**config.mk**
```make
export PLATFORM = sky130hd
export DESIGN_NAME = smm_access_ctrl
export DESIGN_NICKNAME = d
export VERILOG_FILES = /design/src/rtl/smm_pkg.sv /design/src/rtl/smm_cfg_reg.sv /design/src/rtl/smm_region_decode.sv /design/src/rtl/smm_router.sv /design/src/rtl/smm_access_ctrl.sv
export SDC_FILE = /design/constraint.sdc
export NUM_CORES = 1
export LEC_CHECK = 0
export BUFFER_PORTS_ARGS = -buffer_cell sky130_fd_sc_hd__buf_4
export CAP_MARGIN = 20
export CORE_ASPECT_RATIO = 1.1
export CORE_MARGIN = 2
export CORE_UTILIZATION = 43
export CTS_BUF_LIST = sky130_fd_sc_hd__clkbuf_2 sky130_fd_sc_hd__clkbuf_4 sky130_fd_sc_hd__clkbuf_8
export DETAILED_ROUTE_END_ITERATION = 7
export PLACE_DENSITY = 0.79
export SLEW_MARGIN = 20
export SYNTH_ARGS = -nofsm -noshare
export SYNTH_HDL_FRONTEND = slang
export SYNTH_SLANG_ARGS = --single-unit
export TNS_END_PERCENT = 10
```
**constraint.sdc**
```tcl
create_clock -name clk -period 4.1 [get_ports clk]
set_clock_uncertainty 0.1 [all_clocks]
set_input_delay 0.615 -clock clk [delete_from_list [all_inputs] [get_ports clk]]
set_output_delay 0.615 -clock clk [all_outputs]
set_load 0.005 [all_outputs]
```
**src/rtl/smm_pkg.sv**
```systemverilog
// Package: shared types for the SMM access decoder.
// Assumes a 6-bit config register whose field order is the read-port layout.
package smm_pkg;

    typedef enum logic [1:0] {
        RT_DRAM = 2'b00,
        RT_GFX  = 2'b01,
        RT_HUB  = 2'b10
    } route_e;

    typedef struct packed {
        logic [1:0] upper;  // stolen segment / high window select
        logic [1:0] lower;  // legacy window mode
        logic       lock;   // sticky lock
        logic       err;    // sticky non-SMM hit flag
    } smm_cfg_t;

    localparam int CFG_W = $bits(smm_cfg_t);

endpackage

```
**src/rtl/smm_cfg_reg.sv**
```systemverilog
// Module: configuration register with lock protection and a sticky error flag.
// Assumes a synchronous active-low reset. A write and a hardware set may coincide;
// the set wins on the error bit.
module smm_cfg_reg
    import smm_pkg::*;
(
    input  logic             clk,
    input  logic             rst_n,
    input  logic             wr_en,
    input  logic [CFG_W-1:0] wdata,
    input  logic             err_set,
    output smm_cfg_t         cfg
);

    smm_cfg_t wr_view;
    smm_cfg_t cfg_nxt;

    assign wr_view = smm_cfg_t'(wdata);

    // Next-state: field writes gated by the lock, W1C error, set has priority.
    always_comb begin
        cfg_nxt = cfg;
        if (wr_en) begin
            if (!cfg.lock) begin
                cfg_nxt.upper = wr_view.upper;
                cfg_nxt.lower = wr_view.lower;
                cfg_nxt.lock  = wr_view.lock;
            end else if (cfg.lower[1]) begin
                cfg_nxt.lower[0] = wr_view.lower[0];
            end
            if (wr_view.err) begin
                cfg_nxt.err = 1'b0;
            end
        end
        if (err_set) begin
            cfg_nxt.err = 1'b1;
        end
    end

    // State register, cleared by reset.
    always_ff @(posedge clk) begin
        if (!rst_n) begin
            cfg <= '0;
        end else begin
            cfg <= cfg_nxt;
        end
    end

    p_lock_sticky_r3: assert property (@(posedge clk) disable iff (!rst_n)
        cfg.lock |=> cfg.lock);
    p_upper_frozen_r3: assert property (@(posedge clk) disable iff (!rst_n)
        cfg.lock |=> $stable(cfg.upper));
    p_bit3_frozen_r3: assert property (@(posedge clk) disable iff (!rst_n)
        cfg.lock |=> $stable(cfg.lower[1]));
    p_bit2_guard_r4: assert property (@(posedge clk) disable iff (!rst_n)
        (cfg.lock && !cfg.lower[1]) |=> $stable(cfg.lower[0]));
    p_err_set_wins_r5: assert property (@(posedge clk) disable iff (!rst_n)
        err_set |=> cfg.err);

endmodule

```
**src/rtl/smm_region_decode.sv**
```systemverilog
// Module: address window decode for the legacy window, the high remap window and
// the stolen segment below TOM. Assumes TOM is at least the large segment size.
module smm_region_decode #(
    parameter int          ADDR_W      = 32,
    parameter longint      LEG_BASE    = 64'h000A_0000,
    parameter longint      LEG_BYTES   = 64'h0002_0000,
    parameter longint      HI_BASE     = 64'hFEEA_0000,
    parameter longint      HI_BYTES    = 64'h0002_0000,
    parameter int unsigned SEG_SMALL_KB = 512,
    parameter int unsigned SEG_LARGE_KB = 1024
) (
    input  logic [ADDR_W-1:0] addr,
    input  logic [ADDR_W-1:0] tom,
    input  logic [1:0]        upper,
    input  logic [1:0]        lower,
    output logic              leg_hit,
    output logic              hi_hit,
    output logic              seg_hit,
    output logic              below_tom
);

    localparam logic [ADDR_W-1:0] LEG_LO = ADDR_W'(LEG_BASE);
    localparam logic [ADDR_W-1:0] LEG_HI = ADDR_W'(LEG_BASE + LEG_BYTES - 1);
    localparam logic [ADDR_W-1:0] HI_LO  = ADDR_W'(HI_BASE);
    localparam logic [ADDR_W-1:0] HI_HI  = ADDR_W'(HI_BASE + HI_BYTES - 1);
    localparam logic [ADDR_W-1:0] SEG_SM = ADDR_W'(longint'(SEG_SMALL_KB) * 1024);
    localparam logic [ADDR_W-1:0] SEG_LG = ADDR_W'(longint'(SEG_LARGE_KB) * 1024);

    logic              hi_enabled;
    logic              seg_enabled;
    logic [ADDR_W-1:0] seg_size;
    logic [ADDR_W-1:0] seg_floor;

    // Region enables derived from the select fields.
    always_comb begin
        hi_enabled  = (upper != 2'b00) && (lower == 2'b00);
        seg_enabled = upper[1];
        seg_size    = upper[0] ? SEG_LG : SEG_SM;
        seg_floor   = tom - seg_size;
    end

    // Window compares.
    always_comb begin
        below_tom = addr < tom;
        leg_hit   = (addr >= LEG_LO) && (addr <= LEG_HI);
        hi_hit    = hi_enabled && (addr >= HI_LO) && (addr <= HI_HI);
        seg_hit   = seg_enabled && (addr >= seg_floor) && below_tom;
    end

endmodule

```
**src/rtl/smm_router.sv**
```systemverilog
// Module: picks the target of an access from the region hits and its attributes,
// and raises the error event for a non-SMM processor hit on an extended region.
// Assumes the three windows do not overlap; the legacy window is checked first.
module smm_router
    import smm_pkg::*;
(
    input  logic       clk,
    input  logic       rst_n,
    input  logic       acc_valid,
    input  logic       from_cpu,
    input  logic       is_write,
    input  logic       is_code,
    input  logic       in_smm,
    input  logic       is_wb,
    input  logic       gfx_en,
    input  logic [1:0] lower,
    input  logic       leg_hit,
    input  logic       hi_hit,
    input  logic       seg_hit,
    input  logic       below_tom,
    output route_e     route,
    output logic       err_evt
);

    logic   cpu_smm;
    logic   leg_dram;
    route_e leg_alt;

    // Legacy window policy per lower-select mode.
    always_comb begin
        cpu_smm = from_cpu && in_smm;
        unique case (lower)
            2'b00:   leg_dram = 1'b0;
            2'b01:   leg_dram = 1'b1;
            2'b10:   leg_dram = cpu_smm && is_code && !is_write;
            default: leg_dram = cpu_smm;
        endcase
        leg_alt = gfx_en ? RT_GFX : RT_HUB;
    end

    // Target selection in window priority order.
    always_comb begin
        if (leg_hit) begin
            route = leg_dram ? RT_DRAM : leg_alt;
        end else if (hi_hit || seg_hit) begin
            route = cpu_smm ? RT_DRAM : RT_HUB;
        end else begin
            route = below_tom ? RT_DRAM : RT_HUB;
        end
    end

    // Error event for processor non-SMM touches of extended regions.
    always_comb begin
        err_evt = acc_valid && from_cpu && !in_smm && !is_wb && !leg_hit
                  && (hi_hit || seg_hit);
    end

    p_ext_guard_r6: assert property (@(posedge clk) disable iff (!rst_n)
        (!leg_hit && (hi_hit || seg_hit) && !cpu_smm) |-> route == RT_HUB);
    p_leg_closed_r8: assert property (@(posedge clk) disable iff (!rst_n)
        (leg_hit && lower == 2'b00) |-> route != RT_DRAM);
    p_code_only_r8: assert property (@(posedge clk) disable iff (!rst_n)
        (leg_hit && lower == 2'b10 && (is_write || !is_code)) |-> route != RT_DRAM);
    p_no_code11_r10: assert property (@(posedge clk) disable iff (!rst_n)
        route != 2'b11);

endmodule

```
**src/rtl/smm_access_ctrl.sv**
```systemverilog
// Module: top of the SMM access decoder. It ties the config register, the
// window decode and the router together. Routing is combinational; register
// updates land on the edge after the strobe.
module smm_access_ctrl
    import smm_pkg::*;
#(
    parameter int          ADDR_W       = 32,
    parameter int unsigned SEG_SMALL_KB = 512,
    parameter int unsigned SEG_LARGE_KB = 1024
) (
    input  logic              clk,
    input  logic              rst_n,
    input  logic              cfg_wr,
    input  logic [5:0]        cfg_wdata,
    output logic [5:0]        cfg_rdata,
    input  logic              acc_valid,
    input  logic              acc_from_cpu,
    input  logic [ADDR_W-1:0] acc_addr,
    input  logic              acc_write,
    input  logic              acc_code,
    input  logic              acc_smm,
    input  logic              acc_wb,
    input  logic [ADDR_W-1:0] tom,
    input  logic              gfx_en,
    output logic [1:0]        acc_route
);

    smm_cfg_t cfg;
    logic     err_evt;
    logic     leg_hit;
    logic     hi_hit;
    logic     seg_hit;
    logic     below_tom;
    route_e   route;

    smm_cfg_reg u_cfg (
        .clk     (clk),
        .rst_n   (rst_n),
        .wr_en   (cfg_wr),
        .wdata   (cfg_wdata),
        .err_set (err_evt),
        .cfg     (cfg)
    );

    smm_region_decode #(
        .ADDR_W       (ADDR_W),
        .SEG_SMALL_KB (SEG_SMALL_KB),
        .SEG_LARGE_KB (SEG_LARGE_KB)
    ) u_dec (
        .addr      (acc_addr),
        .tom       (tom),
        .upper     (cfg.upper),
        .lower     (cfg.lower),
        .leg_hit   (leg_hit),
        .hi_hit    (hi_hit),
        .seg_hit   (seg_hit),
        .below_tom (below_tom)
    );

    smm_router u_rt (
        .clk       (clk),
        .rst_n     (rst_n),
        .acc_valid (acc_valid),
        .from_cpu  (acc_from_cpu),
        .is_write  (acc_write),
        .is_code   (acc_code),
        .in_smm    (acc_smm),
        .is_wb     (acc_wb),
        .gfx_en    (gfx_en),
        .lower     (cfg.lower),
        .leg_hit   (leg_hit),
        .hi_hit    (hi_hit),
        .seg_hit   (seg_hit),
        .below_tom (below_tom),
        .route     (route),
        .err_evt   (err_evt)
    );

    // Output mapping.
    always_comb begin
        cfg_rdata = cfg;
        acc_route = route;
    end

    p_reset_clear_r1: assert property (@(posedge clk)
        !rst_n |=> cfg_rdata == 6'd0);

endmodule

```
==> flow_summary.json <==
{
  "status": "complete, but fails checks",
  "violations": "setup timing",
  "hold_end": "u_cfg.cfg[1]",
  "drt-met1-wl_mm": 2.12,
  "regMostFlops": "u_cfg.cfg",
  "ys_seq_area_share_pct": 6.98,
  "wl_met3_um": 270,
  "insertion_delay_ps": 220,
  "initial_core_util_pct": 44.1,
  "cts_buffer_depth": 2,
  "grt_pass1_vias": 1981,
  "seqCellArea_um2": 120,
  "p_total_uw": 389,
  "syn_avg_cell_area_um2": 7.55,
  "cts_made_buffers": 3,
  "via_count": 2033,
  "min_path_type": "reg2reg",
  "io_buffers": 87,
  "cts_hold_buffers": 0,
  "synth_warnings": 0,
  "crit_type": "in2out",
  "num_io_pins": 88,
  "final-max-slew-violation-count": 0,
  "period_needed_ps": 4190,
  "reg_top3": "u_cfg.cfg x6",
  "nets": 458,
  "holdPathStages": 2,
  "coreArea_um2": 3900,
  "cts_sinks": 6,
  "gp_congestion": 0.814,
  "top_layer": "met4",
  "drt_iter0_drc": 45,
  "max_cap_viol_count": 0,
  "die_area_um2": 4530,
  "fmax_mhz": 239,
  "ys_async_sr_fraction_pct": 0,
  "multi_input_area_um2": 1540,
  "cts_root_buf": "clkbuf_8",
  "grt_use_total_pct": 22.4,
  "tightestPinTransition_ps": 567,
  "syn_inst": 228,
  "cts_tree": "built",
  "synth_seq_cells": 6,
  "syn_area_um2": 1720,
  "hold_viol_final": 0,
  "r2r_cells": 16,
  "timing.rr.start": "u_cfg.cfg[4]",
  "wire_per_inst_um": 13.1,
  "layout_setup_ws_ps": -92.5,
  "viasPerCell": 5.35,
  "crit_required_ps": 3380,
  "insertedDiodeCount": 0,
  "grt_max_degree": 7,
  "nFillCells": 359,
  "finalSetupViolCount": 1,
  "reg2reg_setup_slack_ps": 830,
  "postRouteAntennaNets": 0,
  "area_delta_synth_final_pct": 53.1,
  "worstPathArrival_ps": 3480,
  "layout_commonest_cell": "buf_4",
  "drive_above_1_share_pct": 37.2,
  "synth_edf_count": 0,
  "drc": 0,
  "dr_wl_met2_mm": 2.49,
  "endpoint_kind": "output port",
  "r2r_end": "u_cfg.cfg[0]",
  "min_period_over_period_pct": 102,
  "grt_pass1_wl_mm": 8.45,
  "critPathLaunchType": "primary input",
  "antenna_found_initial": 0,
  "syn_nets": 356,
  "wl_mm": 4.98,
  "p_per_area_nw_per_um2": 147,
  "overflow": 0,
  "die_h_um": 70.4,
  "core.rowCount": 24,
  "rsz0062_at_grt": "true",
  "firstDrtPassIters": 4,
  "yosysUniqueCellTypes": 43,
  "worst_ir_drop_vdd_v": 0.000226,
  "final_util_pct": 67.5,
  "synthFlopType": "dfxtp_1",
  "ctsHtreeMaxLevel": 1,
  "dp_hpwl_mm": 4.28,
  "p_leak_nw": 1.39,
  "path_clk_slew_ps": 30,
  "layout_common_cells": "buf_4 (97), ha_1 (46), inv_1 (36)",
  "slew_headroom_pct": 61.2,
  "path_max_fanout": 3,
  "largest_register_ffs": 6,
  "worstHoldStart": "u_cfg.cfg[1]",
  "die_width_um": 64.3
}
## metal layers
layer  track usage [%]  vias to the layer above
li1                  -                     1035
met3              3.06                       10
met1              27.1                      920
met2              41.7                       68
met5                 0                        -
met4              4.49                        0
## final cells by class
class | count | share of cell area [%]
clock buffer | 3 | 1.57
inverter | 37 | 5.27
multi-input combinational | 185 | 58.5
sequential | 6 | 4.56
tap | 52 | 2.47
timing repair buffer | 97 | 27.6
## metrics by stage
stage / hold WS [ps] / cell area [um2] / TNS [ps] / cells / worst slack (ps)
after floorplan: 423 / 1720 / 0 / 228 / 62.7
after global placement: 441 / 2510 / -245 / 377 / -245
after detailed placement: 440 / 2510 / -343 / 377 / -343
after CTS: 449 / 2610 / -78.1 / 380 / -78.1
after global routing: 504 / 2640 / -375 / 380 / -375
final: 448 / 2640 / -92.5 / 380 / -92.5
## how the worst max path moves through the flow
stage,startpoint,endpoint
6_report,tom[20],acc_route[1]
2_1_floorplan,tom[20],acc_route[1]
3_5_place_dp,tom[20],acc_route[1]
3_3_place_gp,tom[20],acc_route[1]
4_1_cts,tom[19],acc_route[1]
5_1_grt,tom[19],acc_route[1]
## cells by family (layout without fill, tap and decap cells)
family	after synthesis	count (layout)	share of synthesized area (%)
buffers and inverters	37	137	8.07
muxes	2	2	1.16
and+or+nand+nor	75	75	24.4
xor gates and xnor gates	11	11	5.60
DFF	6	6	6.98
AOI/OAI and AO/OA	49	49	18.5
adders and majority gates	48	48	35.3
## worst max-delay path, stage by stage
cell      delay [ps]
buf_4            120
ha_4             210
a211oi_2         250
nand3_1          160
nor3_2           170
nand2_1          110
nor4_2           200
xnor2_1          130
ha_1             350
and4_4           240
and3_4           190
nand4_1          110
a31oi_2          180
o31a_1           160
a21oi_2           40
o22ai_1          120
buf_4            130
## Yosys cell counts (2+ instances only)
cell	instances	area share [%]
xnor2_1	11	5.6
a221o_1	2	1.2
inv_1	37	8.1
o21ai_0	6	1.7
nand2_1	14	3.1
nand3_1	6	1.7
a2111oi_0	3	1.5
mux2i_1	2	1.2
and4_1	3	1.5
ha_1	47	34
nand4b_1	2	1.0
a21oi_1	21	6.1
nand4_1	9	3.3
nor2_1	13	2.8
nor3_1	4	1.2
dfxtp_1	6	7.0
and3_1	4	1.5
nor4_1	4	1.5
nor2b_1	8	2.9
a211oi_1	2	0.87
a21o_1	2	0.87
## timing repair
action	CTS	global route
pin swaps	2	0
buffers inserted	0	0
setup endpoints to repair	1	1
gates resized for setup	11	6
## power breakdown
part,total [mW],internal (mW),switching [mW]
logic,0.236,0.131,0.105
clock network,0.0866,0.0629,0.0237
registers,0.0658,0.0620,0.00386
No activity file was read; power rests on OpenSTA's default activity.
